`config.mk`:
```
export PLATFORM = sky130hd
export DESIGN_NAME = dreq_dma_link
export DESIGN_NICKNAME = d
export VERILOG_FILES = /design/src/rtl/dreq_pkg.sv /design/src/rtl/dreq_req_gen.sv /design/src/rtl/dreq_stat_bit.sv /design/src/rtl/dreq_ctrl_regs.sv /design/src/rtl/dreq_dma_link.sv
export SDC_FILE = /design/constraint.sdc
export NUM_CORES = 1
export LEC_CHECK = 0
export CAP_MARGIN = 10
export CELL_PAD_IN_SITES_DETAIL_PLACEMENT = 1
export CELL_PAD_IN_SITES_GLOBAL_PLACEMENT = 1
export CORE_MARGIN = 5
export CORE_UTILIZATION = 21
export CTS_CLUSTER_DIAMETER = 80
export DETAILED_ROUTE_END_ITERATION = 12
export GPL_TIMING_DRIVEN = 0
export PLACE_DENSITY_LB_ADDON = 0.1
export RECOVER_POWER = 50
export SLEW_MARGIN = 20
export SYNTH_ARGS = -nofsm -noshare
export SYNTH_HDL_FRONTEND = slang
export SYNTH_SLANG_ARGS = --single-unit
export TNS_END_PERCENT = 100
```
`constraint.sdc`:
```
create_clock -name clk -period 1.2 [get_ports clk]
set_clock_uncertainty 0.1 [all_clocks]
set_input_delay 0.18 -clock clk [delete_from_list [all_inputs] [get_ports clk]]
set_output_delay 0.18 -clock clk [all_outputs]
set_load 0.02 [all_outputs]
```
`src/rtl/dreq_pkg.sv`:
```
// Package: shared register addresses and status bit positions for the
// serial-port DMA request block. Assumes a 2-bit register address space.
package dreq_pkg;

    localparam int NSTAT = 3;

    typedef enum logic [1:0] {
        ADDR_CTRL  = 2'd0,
        ADDR_MASK  = 2'd1,
        ADDR_CLEAR = 2'd2,
        ADDR_NONE  = 2'd3
    } dreq_addr_e;

    localparam int ST_RXDONE = 0;
    localparam int ST_TXDONE = 1;
    localparam int ST_EOT    = 2;

    localparam int CTL_RXEN = 0;
    localparam int CTL_TXEN = 1;

endpackage

```
`src/rtl/dreq_req_gen.sv`:
```
// Module: request generator for one direction. It derives the single and
// burst requests from a FIFO occupancy count. For transmit (IS_TX=1) the
// count is turned into free slots. Assumes fill never legitimately exceeds
// DEPTH; larger values are treated as full.
module dreq_req_gen #(
    parameter int DEPTH = 8,
    parameter int BURST = 4,
    parameter bit IS_TX = 1'b0,
    parameter int CW    = $clog2(DEPTH + 1)
) (
    input  logic [CW-1:0] fill,
    input  logic          en,
    output logic          sreq,
    output logic          breq
);
    localparam logic [CW-1:0] DEPTH_C = CW'(DEPTH);
    localparam logic [CW-1:0] BURST_C = CW'(BURST);

    logic [CW-1:0] avail;

    generate
        if (IS_TX) begin : g_tx
            // Purpose: free slot count, saturating at zero when over-full.
            always_comb avail = (fill >= DEPTH_C) ? '0 : DEPTH_C - fill;
        end else begin : g_rx
            // Purpose: occupied item count, capped at the FIFO depth.
            always_comb avail = (fill > DEPTH_C) ? DEPTH_C : fill;
        end
    endgenerate

    // Purpose: threshold compare, gated by the direction enable.
    always_comb begin
        sreq = en && (avail != '0);
        breq = en && (avail >= BURST_C);
    end
endmodule

```
`src/rtl/dreq_stat_bit.sv`:
```
// Module: one sticky raw status bit. A set always wins over a clear in
// the same cycle. A clear is dropped while clr_blk is high.
module dreq_stat_bit (
    input  logic clk,
    input  logic rst_n,
    input  logic set,
    input  logic clr,
    input  logic clr_blk,
    output logic q
);
    // Purpose: hold, set or conditionally clear the status bit.
    always_ff @(posedge clk) begin
        if (!rst_n)
            q <= 1'b0;
        else if (set)
            q <= 1'b1;
        else if (clr && !clr_blk)
            q <= 1'b0;
    end
endmodule

```
`src/rtl/dreq_ctrl_regs.sv`:
```
// Module: register write decode. It holds the two DMA enables and the
// interrupt mask, and it turns writes to the clear address into one-cycle
// clear pulses. Assumes single-cycle write strobes.
module dreq_ctrl_regs
    import dreq_pkg::*;
(
    input  logic             clk,
    input  logic             rst_n,
    input  logic             wr,
    input  logic [1:0]       addr,
    input  logic [NSTAT-1:0] wdata,
    output logic             rx_en,
    output logic             tx_en,
    output logic [NSTAT-1:0] mask,
    output logic [NSTAT-1:0] clr
);
    // Purpose: control register holding the per-direction enables.
    always_ff @(posedge clk) begin
        if (!rst_n) begin
            rx_en <= 1'b0;
            tx_en <= 1'b0;
        end else if (wr && addr == ADDR_CTRL) begin
            rx_en <= wdata[CTL_RXEN];
            tx_en <= wdata[CTL_TXEN];
        end
    end

    // Purpose: interrupt mask register.
    always_ff @(posedge clk) begin
        if (!rst_n)
            mask <= '0;
        else if (wr && addr == ADDR_MASK)
            mask <= wdata;
    end

    // Purpose: write-one-to-clear pulses, valid during the write cycle.
    always_comb clr = (wr && addr == ADDR_CLEAR) ? wdata : '0;
endmodule

```
`src/rtl/dreq_dma_link.sv`:
```
// Module: top of the serial-port DMA request and completion logic. It
// raises single and burst requests per direction, keeps the sticky
// completion and end-of-transmission status bits, and masks them onto one
// interrupt. Assumes the done strobes are one-cycle pulses that are
// synchronous to clk.
module dreq_dma_link
    import dreq_pkg::*;
#(
    parameter int DEPTH = 8,
    parameter int BURST = 4,
    parameter int CW    = $clog2(DEPTH + 1)
) (
    input  logic             clk,
    input  logic             rst_n,
    input  logic [CW-1:0]    rx_fill,
    input  logic [CW-1:0]    tx_fill,
    input  logic             shifter_idle,
    input  logic             dma_rx_done,
    input  logic             dma_tx_done,
    input  logic             reg_wr,
    input  logic [1:0]       reg_addr,
    input  logic [NSTAT-1:0] reg_wdata,
    output logic             rx_sreq,
    output logic             rx_breq,
    output logic             tx_sreq,
    output logic             tx_breq,
    output logic             rx_dma_en,
    output logic             tx_dma_en,
    output logic [NSTAT-1:0] raw_status,
    output logic [NSTAT-1:0] masked_status,
    output logic             irq
);
    logic [NSTAT-1:0] mask;
    logic [NSTAT-1:0] clr;
    logic [NSTAT-1:0] set_ev;
    logic [NSTAT-1:0] blk;

    dreq_ctrl_regs u_regs (
        .clk   (clk),
        .rst_n (rst_n),
        .wr    (reg_wr),
        .addr  (reg_addr),
        .wdata (reg_wdata),
        .rx_en (rx_dma_en),
        .tx_en (tx_dma_en),
        .mask  (mask),
        .clr   (clr)
    );

    dreq_req_gen #(.DEPTH(DEPTH), .BURST(BURST), .IS_TX(1'b0), .CW(CW)) u_rx_req (
        .fill (rx_fill),
        .en   (rx_dma_en),
        .sreq (rx_sreq),
        .breq (rx_breq)
    );

    dreq_req_gen #(.DEPTH(DEPTH), .BURST(BURST), .IS_TX(1'b1), .CW(CW)) u_tx_req (
        .fill (tx_fill),
        .en   (tx_dma_en),
        .sreq (tx_sreq),
        .breq (tx_breq)
    );

    // Purpose: map set events and clear guards onto the status bit positions.
    always_comb begin
        set_ev            = '0;
        blk               = '0;
        set_ev[ST_RXDONE] = dma_rx_done;
        set_ev[ST_TXDONE] = dma_tx_done;
        set_ev[ST_EOT]    = (tx_fill == '0) && shifter_idle;
        blk[ST_TXDONE]    = tx_dma_en;
    end

    generate
        for (genvar i = 0; i < NSTAT; i++) begin : g_stat
            dreq_stat_bit u_bit (
                .clk     (clk),
                .rst_n   (rst_n),
                .set     (set_ev[i]),
                .clr     (clr[i]),
                .clr_blk (blk[i]),
                .q       (raw_status[i])
            );
        end
    endgenerate

    // Purpose: masked status and the combined interrupt line.
    always_comb begin
        masked_status = raw_status & mask;
        irq           = |masked_status;
    end
endmodule

```
== After elaboration in Yosys (flattened, before gate mapping) ==
Cells that the tools add are included.
Storage, ports and cells
  output and inout bits: 13
  word-level logic and storage cells: 41
  register bits after elaboration: 8
Operators by class
  bitwise gates (word level): 1
  $add $sub $neg: 1
  equal/unequal tests: 2
  order comparisons: 4
  reductions and logical operators: 18
  mux-type cells: 9
Operators by type and width (count)
  logical AND 1 bit: 9
  >= comparator 4 x 3 -> 1 bit, second input constant: 2
  two-way mux 4 bit: 2
  nonzero test 4 bit: 2
  two-way mux 1 bit: 6
  nonzero test 2 bit: 3
  >= comparator 4 bit, second input constant: 1
  greater-than comparator 4 bit, second input constant: 1
  logical NOT 4 bit: 1
  subtractor 4 bit, first input constant: 1
  AND 3 bit: 1
  two-way mux 3 bit: 1
  OR reduction 3 bit: 1
  equality test 2 x 1 -> 1 bit, second input constant: 1
  equality test 2 bit, second input constant: 1
  logical NOT 2 bit: 1
  logical NOT 1 bit: 1

== Longest topological paths before layout ==
  word-level depth: 6
  gate-level depth with buffers: 4
  depth with buffers taken out: 4

== Cells and area by module ==
From an unflattened synthesis, not the netlist that was laid out.
Unflattened totals
  cell total of the unflattened synthesis: 58
  area, all modules: 508.0 um^2
Modules (own cells, without submodules)
  dreq_ctrl_regs: seq. area each 100.1 um^2, cells each 25, area each 232.7 um^2, instances 1
  dreq_stat_bit: seq. area each 20.0 um^2, cells each 4, area each 41.3 um^2, instances 3
  dreq_req_gen (u_tx_req): seq. area each 0.0 um^2, cells each 11, area each 82.6 um^2, instances 1
  dreq_dma_link: seq. area each 0.0 um^2, cells each 8, area each 50.0 um^2, instances 1
  dreq_req_gen (u_rx_req): seq. area each 0.0 um^2, cells each 2, area each 18.8 um^2, instances 1

== Worst setup path before layout ==
No wires, ideal clock.
  kind: input port to output port
  from: input tx_fill[0]
  to: output tx_breq
  arrival: 1223 ps
  data required time: 920 ps
  setup slack: -303 ps
  path buffers: 0
  cell stages on the path: 4
  cell sequence: inv_1 ha_1 or3b_1 a21oi_1
Between the ends
  word-level cells in the longest chain between the ends: 4
RTL lines
  from (decl): RTL line dreq_dma_link.sv:16  | input logic [CW-1:0] tx_fill,
  subtractor 4 bit or >= comparator 4 bit (tied branches): RTL line dreq_req_gen.sv:24  | always_comb avail = (fill >= DEPTH_C) ? '0 : DEPTH_C - fill;
  two-way mux 4 bit *: RTL line dreq_req_gen.sv:24
  >= comparator 4 x 3 -> 1 bit *: RTL line dreq_req_gen.sv:34  | breq = en && (avail >= BURST_C);
  logical AND 1 bit *: RTL line dreq_req_gen.sv:34
  to (decl): RTL line dreq_dma_link.sv:26  | output logic tx_breq,
Mark *: on every way between the ends. The rest lies on a longest branch, timed or not.

== Worst setup path after layout ==
  from: input tx_fill[1]
  to: output tx_breq
Same word-level chain as after synthesis.

==> metrics.md <==
| Metric | Value |
|---|---|
| WS Path Type | in2out |
| First-pass GRT wire length | 2.86 mm |
| Syn_area_per_cell | 8.95 um^2 |
| Final net count | roughly 110 |
| Synthesized area | 474 um^2 |
| Vias in the first global route | a little over 600 |
| Die footprint | 3310 um^2 |
| Clock Latency Late Sink | around 250 ps |
| Max Clk Rate | 676 MHz |
| Fillcell total | 257 |
| PD cells | about 740 nW/um^2 |
| Register Area | 168 um^2 |
| Commonest cells after routing, fill and taps aside | buf_6, clkdlybuf4s50_1, nand2_1, buf_4, dfxtp_2 |
| WP data arrival | between 1000 and 1500 ps |
| Setup crit start | tx_fill[1] |
| Max-slew violations | 0 |
| Levels on crit path | 6 |
| Worst setup path endpoint | tx_breq |
| Clock transition at path regs | approximately 50 ps |
| Post-synthesis sequential area ratio | 0.338 |
| First DRT Iteration DRCs | 13 |
| Crit path max-delay family | simple AND/OR/NAND/NOR gates |
| Row Count | 17 |
| Crit start category | input pin |
| Worst slew margin | 0.824 |
| Top Ports | 32 |
| CP max stage cell | or3b_4 |
| Max Cap Viol | 0 |
| CP Cell Sequence | buf_12 > inv_12 > ha_4 > or3b_4 > a21oi_4 > buf_6 |
| Maximum VDD drop | 0.000434 V |
| Drt first pass iters | 6 |
| Placed insts | 112 |
| Non-Filler Instances | 120 |
| Initial Util | 0.216 |
| Hold Fails Final Rpt | 0 |
| Hold Crit Class | in2reg |
| GRT Util Overall | 0.112 |
| Setup-failing EPs final | 5 |
| Total grt overflow | 0 |
| Total CTS buffers | 3 |
| Final period utilization | 1.23 |
| # hold bufs at CTS | 0 |
| Yosys warns | 0 |
| Syn Nets | 73 |
| Most common cell after layout, fill and taps aside | buf_6 |
| DRT Wirelength | 1.63 mm |
| Layout cells sized above 1 | 0.511 |
| Critical Path RT | around 900 ps |
| Worst r2r path cells | 4 |
| Clock Sinks | 8 |
| ANT nets after route | 0 |
| Placed inst area | 863 um^2 |
| CTS Buffer Depth | 2 |
| Slew @ Worst Pin | ~260 ps |
| Final min period | around 1500 ps |
| Area grow syn2layout | 106% |
| Final Core Density | 0.446 |
| Critical R2R Capture | g_stat[1].u_bit.q$_SDFFE_PN0P_ |
| Via density | 4.48 |
| Violated checks | negative setup slack |
| Die W | approximately 58 um |
| Drt drc | 0 |
| Core Area | 2190 um^2 |
| Initial antenna violation count | 0 |
| Final Instance Area | 977 um^2 |
| Worst Path Buf+Inv | 3 |
| Reg-to-reg slack, setup | around 240 ps |
| Endpoint class of the critical path | output pin |
| H-tree levels | 1 |
| Vias | around 540 |
| CTS tree | yes |
| Per-cell routed wire length | 13.6 um |
| Multi-input logic area | ~340 um^2 |
| Distinct cells, synth | 25 |
| Status | finished, violations left |
| Placer Congestion | 0.613 |
| Final WS setup | -279 ps |
| RSZ-0062 raised after global routing | yes |
| Critical path peak fanout | 3 |
| Die H | 57.5 um |
| Mapped Cells | 53 |
| Reg-to-reg startpoint | g_stat[1].u_bit.q$_SDFFE_PN0P_ |
| Largest stage delay, worst path | 410 ps |
| Largest net degree at the start of global routing | 11 |
| Clock root buffer master | clkbuf_4 |
| Buffers on Ports | 31 |
| Detailed Place HPWL | 1.25 mm |
| Leak | 0.432 nW |
| Total power | 727 uW |
| Synth Register Bits | 8 |
| Antenna cell count | 0 |
-- metal layers --
metal  vias to the layer above  part of all wire  global-route usage  routed length, um
met2                        17              0.52               0.197                851
met3                         0             0.071              0.0566                116
met1                       250              0.41               0.116                661
li1                        271                 -                   -                  -
met5                         -                 0                   0                  0
met4                         0                 0              0.0298                  0
-- worst register-to-register path: cells and delay by family, from the launching register on --
family	cells	cell delay, ps
buffers and inverters	2	220
AO/OA/AOI/OAI	2	200
flip-flops	1	330
-- cell families (layout without fill, tap and decap cells) --
logic type,count (synthesis),in the layout,share of synthesized area
AND/OR/NAND/NOR,21,21,0.288
multiplexers,5,5,0.106
adder cells (fa/ha/maj),1,1,0.0264
buffers and inverters,8,47,0.0897
AO/OA/AOI/OAI,10,10,0.153
flip-flops,8,8,0.338
-- power by group --
part	switching [mW]	internal [mW]
Sequential	0.0110	0.280
Combinational	0.0909	0.137
Clock	0.0937	0.115
-- how the worst min path moves through the flow --
stage	startpoint	depth (start not counted)	slack, ps	end
floorplan	reg_wdata[0]	1	180	g_stat[0].u_bit.q$_SDFFE_PN0P_
global placement	u_regs.mask[0]$_SDFFE_PN0P_	2	360	u_regs.mask[0]$_SDFFE_PN0P_
detailed placement	u_regs.mask[0]$_SDFFE_PN0P_	2	380	u_regs.mask[0]$_SDFFE_PN0P_
CTS	tx_fill[3]	3	340	g_stat[2].u_bit.q$_SDFFE_PN0P_
global route	tx_fill[3]	3	330	g_stat[2].u_bit.q$_SDFFE_PN0P_
finish	tx_fill[3]	3	340	g_stat[2].u_bit.q$_SDFFE_PN0P_
-- state kept, by name, indices dropped and copies added, names as in the netlist --
signal          cells
u_regs.rx_en        1
u_regs.tx_en        1
u_regs.mask         3
g_stat.u_bit.q      3
-- synth_stat cells (all sizes together) --
master	n	area (um^2)
dfxtp	8	160
a222oi	1	10.0
or3b	1	8.76
nand4b	1	8.76
mux2i	5	50.1
nor4b	2	17.5
a211oi	1	7.51
inv	4	15.0
o21ai	2	10.0
o21a	1	7.51
nor4bb	1	10.0
nand2b	1	6.26
a31oi	1	6.26
a32o	1	10.0
buf	4	27.5
nand3b	1	7.51
and3b	1	8.76
a21oi	2	10.0
nand2	8	30.0
nor3b	2	20.0
ha	1	12.5
o41a	1	11.3
and2	3	18.8
-- final cells by class --
class | instances | share of cell area
inverter | 4 | 0.0307
clock buffer | 3 | 0.0230
timing repair buffer | 37 | 0.374
tap | 28 | 0.0359
sequential | 8 | 0.172
multi-input combinational | 37 | 0.344
buffer | 3 | 0.0205
-- repair_timing --
item,4_1_cts,5_1_grt
resized for setup,97,18
pin swaps,6,3
endpoints found under the setup margin,14,10
setup buffers,1,5
-- per-stage QoR --
stage / setup slack, ps / setup TNS, ps / hold slack [ps]
after global routing: -337 / -1280 / 333
after CTS: -280 / -627 / 339
after detailed placement: -1340 / -6360 / 381
final: -279 / -800 / 337
after floorplan: -86.5 / -123 / 180
after global placement: -1330 / -6260 / 364
Note: power is estimated with default switching activity, not from simulation.
